`src/rtl/fsd_pkg.sv`:
```
`timescale 1ns/1ps
package fsd_pkg;

    // Final adjustment applied to the raw quotient built from +/-1 digits
    typedef enum logic [1:0] {
        ADJ_NONE = 2'd0,
        ADJ_DEC  = 2'd1,
        ADJ_INC  = 2'd2
    } adj_e;

endpackage

```
`src/rtl/fsd_deser.sv`:
```
`timescale 1ns/1ps
// Two serial-to-parallel shift registers; the full words are valid at the frame edge
module fsd_deser #(
    parameter int W = 20
) (
    input  logic         clk,
    input  logic         rst_n,
    input  logic         dvd_bit_i,
    input  logic         dvs_bit_i,
    output logic [W-1:0] dvd_word_o,
    output logic [W-1:0] dvs_word_o
);

    typedef struct packed {
        logic [W-1:0] dvd;
        logic [W-1:0] dvs;
    } deser_t;

    deser_t st_d, st_q;

    always_comb begin
        st_d     = st_q;
        // LSB arrives first, so fresh bits enter at the top
        st_d.dvd = {dvd_bit_i, st_q.dvd[W-1:1]};
        st_d.dvs = {dvs_bit_i, st_q.dvs[W-1:1]};
    end

    always_ff @(posedge clk) begin
        if (!rst_n) st_q <= '0;
        else        st_q <= st_d;
    end

    assign dvd_word_o = st_q.dvd;
    assign dvs_word_o = st_q.dvs;

endmodule

```
`src/rtl/fsd_core.sv`:
```
`timescale 1ns/1ps
// Signed non-restoring iteration, one digit per bit time, plus digit-set correction
module fsd_core
    import fsd_pkg::*;
#(
    parameter int W = 20
) (
    input  logic         clk,
    input  logic         rst_n,
    input  logic         load_i,
    input  logic [W-1:0] dvd_i,
    input  logic [W-1:0] dvs_i,
    output logic [W-1:0] quo_o,
    output logic         fault_o
);

    localparam int N  = W - 1;           // quotient digits after the sign
    localparam int RW = W + 2;           // remainder width, room for 2r +/- b
    localparam int CW = $clog2(W) + 1;
    localparam logic [W-1:0] MAX_POS = {1'b0, {N{1'b1}}};
    localparam logic [W-1:0] MAX_NEG = {1'b1, {N{1'b0}}};

    typedef struct packed {
        logic [RW-1:0] rem;
        logic [RW-1:0] dvs;
        logic [N-1:0]  pos;      // 1 where the digit is +1, 0 where it is -1
        logic [CW-1:0] cnt;
        logic          fault;
        logic          sat_neg;
    } work_t;

    work_t st_d, st_q;

    logic [W:0]    ext_a, ext_b, mag_a, mag_b;
    logic [RW-1:0] rem_dbl;
    logic          same_sign;
    logic [W-1:0]  q_raw;
    logic [W-1:0]  q_fix;
    adj_e          adj;

    always_comb begin
        ext_a     = {dvd_i[W-1], dvd_i};
        ext_b     = {dvs_i[W-1], dvs_i};
        mag_a     = ext_a[W] ? (~ext_a + 1'b1) : ext_a;
        mag_b     = ext_b[W] ? (~ext_b + 1'b1) : ext_b;
        rem_dbl   = {st_q.rem[RW-2:0], 1'b0};
        same_sign = (st_q.rem[RW-1] == st_q.dvs[RW-1]);

        st_d = st_q;
        if (load_i) begin
            st_d.rem     = {{2{dvd_i[W-1]}}, dvd_i};
            st_d.dvs     = {{2{dvs_i[W-1]}}, dvs_i};
            st_d.pos     = '0;
            st_d.cnt     = '0;
            st_d.fault   = (mag_b <= mag_a);
            st_d.sat_neg = dvd_i[W-1] ^ dvs_i[W-1];
        end else if (st_q.cnt < CW'(N)) begin
            st_d.rem = same_sign ? (rem_dbl - st_q.dvs) : (rem_dbl + st_q.dvs);
            st_d.pos = {st_q.pos[N-2:0], same_sign};
            st_d.cnt = st_q.cnt + 1'b1;
        end
    end

    always_ff @(posedge clk) begin
        if (!rst_n) st_q <= '0;
        else        st_q <= st_d;
    end

    // Digits {-1,+1} to two's complement: 2P - 2^N + 1
    always_comb begin
        q_raw = {~st_q.pos[N-1], st_q.pos[N-2:0], 1'b1};
        if (st_q.rem == st_q.dvs && st_q.rem != '0)
            adj = ADJ_INC;
        else if (st_q.rem != '0 && st_q.rem[RW-1] != st_q.dvs[RW-1])
            adj = ADJ_DEC;
        else
            adj = ADJ_NONE;
        case (adj)
            ADJ_INC: q_fix = q_raw + 1'b1;
            ADJ_DEC: q_fix = q_raw - 1'b1;
            default: q_fix = q_raw;
        endcase
        if (st_q.fault) quo_o = st_q.sat_neg ? MAX_NEG : MAX_POS;
        else            quo_o = q_fix;
    end

    assign fault_o = st_q.fault;

endmodule

```
`src/rtl/fsd_ser.sv`:
```
`timescale 1ns/1ps
// Parallel-to-serial quotient register with its fault flag
module fsd_ser #(
    parameter int W = 20
) (
    input  logic         clk,
    input  logic         rst_n,
    input  logic         load_i,
    input  logic [W-1:0] quo_i,
    input  logic         fault_i,
    output logic         quo_bit_o,
    output logic         fault_o,
    output logic [W-1:0] word_o
);

    typedef struct packed {
        logic [W-1:0] sh;
        logic         fault;
    } ser_t;

    ser_t st_d, st_q;

    always_comb begin
        st_d = st_q;
        if (load_i) begin
            st_d.sh    = quo_i;
            st_d.fault = fault_i;
        end else begin
            st_d.sh = {1'b0, st_q.sh[W-1:1]};
        end
    end

    always_ff @(posedge clk) begin
        if (!rst_n) st_q <= '0;
        else        st_q <= st_d;
    end

    assign quo_bit_o = st_q.sh[0];
    assign fault_o   = st_q.fault;
    assign word_o    = st_q.sh;

endmodule

```
`src/rtl/frac_serial_divider.sv`:
```
`timescale 1ns/1ps
module frac_serial_divider #(
    parameter int W = 20
) (
    input  logic clk,
    input  logic rst_n,
    input  logic frame_i,
    input  logic dvd_i,
    input  logic dvs_i,
    output logic quo_o,
    output logic fault_o
);

    logic [W-1:0] dvd_word, dvs_word;
    logic [W-1:0] core_quo;
    logic         core_fault;
    logic [W-1:0] ser_word;

    fsd_deser #(.W(W)) u_deser (
        .clk        (clk),
        .rst_n      (rst_n),
        .dvd_bit_i  (dvd_i),
        .dvs_bit_i  (dvs_i),
        .dvd_word_o (dvd_word),
        .dvs_word_o (dvs_word)
    );

    fsd_core #(.W(W)) u_core (
        .clk     (clk),
        .rst_n   (rst_n),
        .load_i  (frame_i),
        .dvd_i   (dvd_word),
        .dvs_i   (dvs_word),
        .quo_o   (core_quo),
        .fault_o (core_fault)
    );

    fsd_ser #(.W(W)) u_ser (
        .clk       (clk),
        .rst_n     (rst_n),
        .load_i    (frame_i),
        .quo_i     (core_quo),
        .fault_i   (core_fault),
        .quo_bit_o (quo_o),
        .fault_o   (fault_o),
        .word_o    (ser_word)
    );

endmodule

```
`config.mk`:
```
export PLATFORM = sky130hd
export DESIGN_NAME = frac_serial_divider
export DESIGN_NICKNAME = d
export VERILOG_FILES = /design/src/rtl/fsd_pkg.sv /design/src/rtl/fsd_deser.sv /design/src/rtl/fsd_core.sv /design/src/rtl/fsd_ser.sv /design/src/rtl/frac_serial_divider.sv
export SDC_FILE = /design/constraint.sdc
export NUM_CORES = 1
export LEC_CHECK = 0
export CAP_MARGIN = 20
export CORE_MARGIN = 2
export CORE_UTILIZATION = 35
export CTS_CLUSTER_SIZE = 16
export DETAILED_ROUTE_END_ITERATION = 10
export SLEW_MARGIN = 30
export SYNTH_ARGS = -nofsm -noshare
export SYNTH_HDL_FRONTEND = slang
export SYNTH_SLANG_ARGS = --single-unit
```
`constraint.sdc`:
```
create_clock -name clk -period 3 [get_ports clk]
set_input_delay 0.75 -clock clk [delete_from_list [all_inputs] [get_ports clk]]
set_output_delay 0.75 -clock clk [all_outputs]
set_load 0.05 [all_outputs]
```
==> run metrics <==
cell with the largest stage delay on the worst path=or4_4; fmax=328 MHz; total net switching power=1.93 mW; RSZ-0062 raised after global routing=true; Worst Setup Start Kind=register; clock slew at reported path FFs=0.07 ns; most frequent CP cell=or3_4; total power after layout=5.63 mW; H-Tree Depth=4; vias per cell=5.23; failing checks=negative setup slack; net total in the final layout=1144; clk buf depth=2; number of inserted filler cells in the final layout=2379; final-layout worst hold slack=0.416 ns; number of maximum-capacitance violations=0; endpoints failing hold=0; post-detailed-route DRC marker count=0; post-route worst setup slack=-0.0480 ns; starting utilization of the core area=35.8%; cell count of the worst reg-to-reg path=10; DP HPWL=16900 microns; wire length of the first global-routing pass=37700 microns; predominant post-synthesis flop cell=dfxtp_1; post-DR wirelength/cell=16.5 microns; DR pass1 iterations=5; CTS Root Cell=clkbuf_16; highest cell delay on the worst timing path=0.54 ns; gr usage total=18.3%; total overflow reported by the global router=0; area inside the core boundary=23600 sq um; ratio of cells with drive above 1 in the final layout=15.9%; routability cong.=0.905; total die area=25400 sq um; Leak=4.26 nW; largest net degree at the start of global routing=76; share of the synthesized area in the top cell type=30.8%; Worst Setup Path Type=register to register; Max FO, Critical Path=4; I/O pin count=7; slew at the pin with the worst max-slew slack=0.644 ns; status=finished, violations left; final core utilization=43.1%; netlist area before placement=8450 sq um; final-report max-slew violation count=0; gate count after technology mapping=1019; relative max-transition margin=57.1%; Total Negative Setup Slacks=-0.0480 ns; worst vdd ir=0.429 mV; arrival time of the worst setup path=3.37 ns; post-synthesis net count=1091; die extent in x=159 microns; switching power share of the total=34.2%; number of cells in the finished layout apart from fillers=1404; Antenna diodes=0; warnings from Yosys=0; hold_buf cts=0; distinct cell type count of the synthesized netlist=71; DRC violation total after the first TritonRoute iteration=464; synthesis-stage register bit count=130; Combinational Power Share=27.2%; most frequent cells in the layout=dfxtp_1, nand2_1, a21oi_1; total instance count after detailed placement=1368; clock insertion delay at the later pin of the skew report=0.43 ns; share of flip-flops with an asynchronous set or reset after synthesis=0%; power density cells=554 nW/um^2; fraction of power consumed by the clock network=38.9%; final setup violating endpoints=1; via count of the first global-routing pass=7215; Crit path depth=10; synthesized area per cell=8.30 sq um; number of sinks handled by clock tree synthesis=130; final worst path period need=3.05 ns; CP Data Required Time=3.32 ns; library cell with the largest summed area after synthesis=dfxtp_1; internal power contribution=3.71 mW; TritonCTS clock tree=done; relative area change from synthesis to final layout=20.4%; Final Cycle Share=102%; commonest non-fill, non-tap cell in the layout=dfxtp_1; height of the chip=159 microns; number of enable-type register cells in the synthesized netlist=0; final routed wirelength across all metal layers=23100 microns; sequential element share of the synthesized area=30.8%; clock buffer count from CTS=17; Hold Path Class=register to register; Seq pwr share=33.9%; number of buffer and inverter stages on the critical path=1; number of antenna violations at the first check in global routing=0; Hold Path Cell Cnt=2; via count=7346; number of routed nets with antenna violations=0; total number of placement rows=56; Top Family by Delay on Critical Path=simple AND/OR/NAND/NOR gates; Worst Clk Skew=0.0127 ns; biggest area contributors in the synthesized netlist=dfxtp_1, ha_1, xnor2_1; kind of end point of the critical path=register; IO buf count=6; cell breakdown of the critical path=or4_4, or3_4, or3_4, or4b_4, ha_4, nand4_1, buf_4, nor3b_2, a22oi_1, o41ai_1
[synthesized netlist by cell type (4+ instances only)]
| cell | count |
|---|---|
| o41ai_1 | 6 |
| buf_1 | 5 |
| nor3_1 | 12 |
| o211ai_1 | 21 |
| nor4_1 | 16 |
| nor2_1 | 36 |
| clkbuf_1 | 38 |
| or3_1 | 10 |
| o21bai_1 | 8 |
| a21oi_1 | 80 |
| a21o_1 | 9 |
| a221oi_1 | 6 |
| a31oi_1 | 5 |
| nand2b_1 | 13 |
| o21ai_0 | 51 |
| inv_1 | 51 |
| xnor2_1 | 53 |
| a211oi_1 | 6 |
| dfxtp_1 | 130 |
| nand3_1 | 24 |
| nand4_1 | 13 |
| xor2_1 | 43 |
| a21boi_0 | 5 |
| mux2i_1 | 22 |
| ha_1 | 65 |
| o31ai_1 | 11 |
| and3_1 | 14 |
| nand2_1 | 111 |
| and2_1 | 44 |
| or4_1 | 4 |
| nor2b_1 | 41 |
[path summary, 6_finish.rpt]
path	startpoint	to	slack (ns)
min reg2reg	u_ser.word_o[16]	u_ser.word_o[15]	0.42
max	u_deser.dvd_word_o[4]	u_core.fault_o	-0.05
min	u_ser.word_o[16]	u_ser.word_o[15]	0.42
max reg2reg	u_deser.dvd_word_o[4]	u_core.fault_o	-0.05
[layout make-up]
cell class | count | area (sq um) | area share (%)
flip-flops and latches | 130 | 2610 | 25.6
clock inverters | 15 | 189 | 1.86
multi-input cells | 792 | 5750 | 56.5
repair buffers | 80 | 618 | 6.07
clock buffers | 17 | 425 | 4.18
well taps | 319 | 399 | 3.92
inverters | 51 | 191 | 1.88
[repair_timing]
action / 4_1_cts / 5_1_grt
resized for setup: 23 / 37
pin swaps: 10 / 23
buffers inserted: 2 / 2
setup endpoints to repair: 1 / 10
[power groups by stage]
stage | clock (mW) | combinational [mW] | sequential (mW)
4_1_cts | 2.24 | 1.45 | 1.91
3_3_place_gp | 0 | 1.44 | 1.94
2_1_floorplan | 0 | 1.06 | 1.93
3_5_place_dp | 0 | 1.43 | 1.94
5_1_grt | 2.31 | 1.69 | 1.92
6_report | 2.19 | 1.53 | 1.91
[worst register-to-register path, cell delays in order, from the launching register on]
cell,delay [ns]
dfxtp_1,0.31
or4_4,0.54
or3_4,0.38
or3_4,0.35
or4b_4,0.50
ha_4,0.28
nand4_1,0.11
buf_4,0.16
nor3b_2,0.16
a22oi_1,0.08
o41ai_1,0.08
[state kept, by name (all words and copies together), names as in the netlist]
register	count
u_ser.word_o	20
u_core.st_q	29
u_deser.dvs_word_o	20
u_deser.dvd_word_o	20
u_ser.fault_o	1
u_core.q_raw	18
u_core.rem_dbl	21
u_core.fault_o	1
[metrics by stage]
step / setup WS (ns) / cell area (sq um)
floorplan: 0.0561 / 8450
finish: -0.0480 / 10200
global placement: -0.0533 / 9270
global route: -0.145 / 10200
detailed placement: -0.0901 / 9270
CTS: -0.0739 / 10000
[cell families after synthesis]
| group | after synthesis | share of synthesized area, % |
|---|---|---|
| buffers and inverters | 97 | 4.45 |
| multiplexers | 23 | 2.74 |
| AND/OR/NAND/NOR | 359 | 22.7 |
| AO/OA/AOI/OAI | 244 | 19.0 |
| other | 2 | 0.0888 |
| adder cells (fa/ha/maj) | 67 | 10.1 |
| flip-flops | 130 | 30.8 |
| XOR/XNOR | 97 | 10.1 |
[routing by layer]
metal / part of all wire, % / vias to the layer above / GRT usage, %
met3: 3.5 / 33 / 2.87
met4: 2.2 / 0 / 6.03
met5: 0 / - / 0
met1: 48 / 3490 / 24.6
li1: - / 3699 / -
met2: 46 / 124 / 30.0
Note: power is estimated with default switching activity, not from simulation.
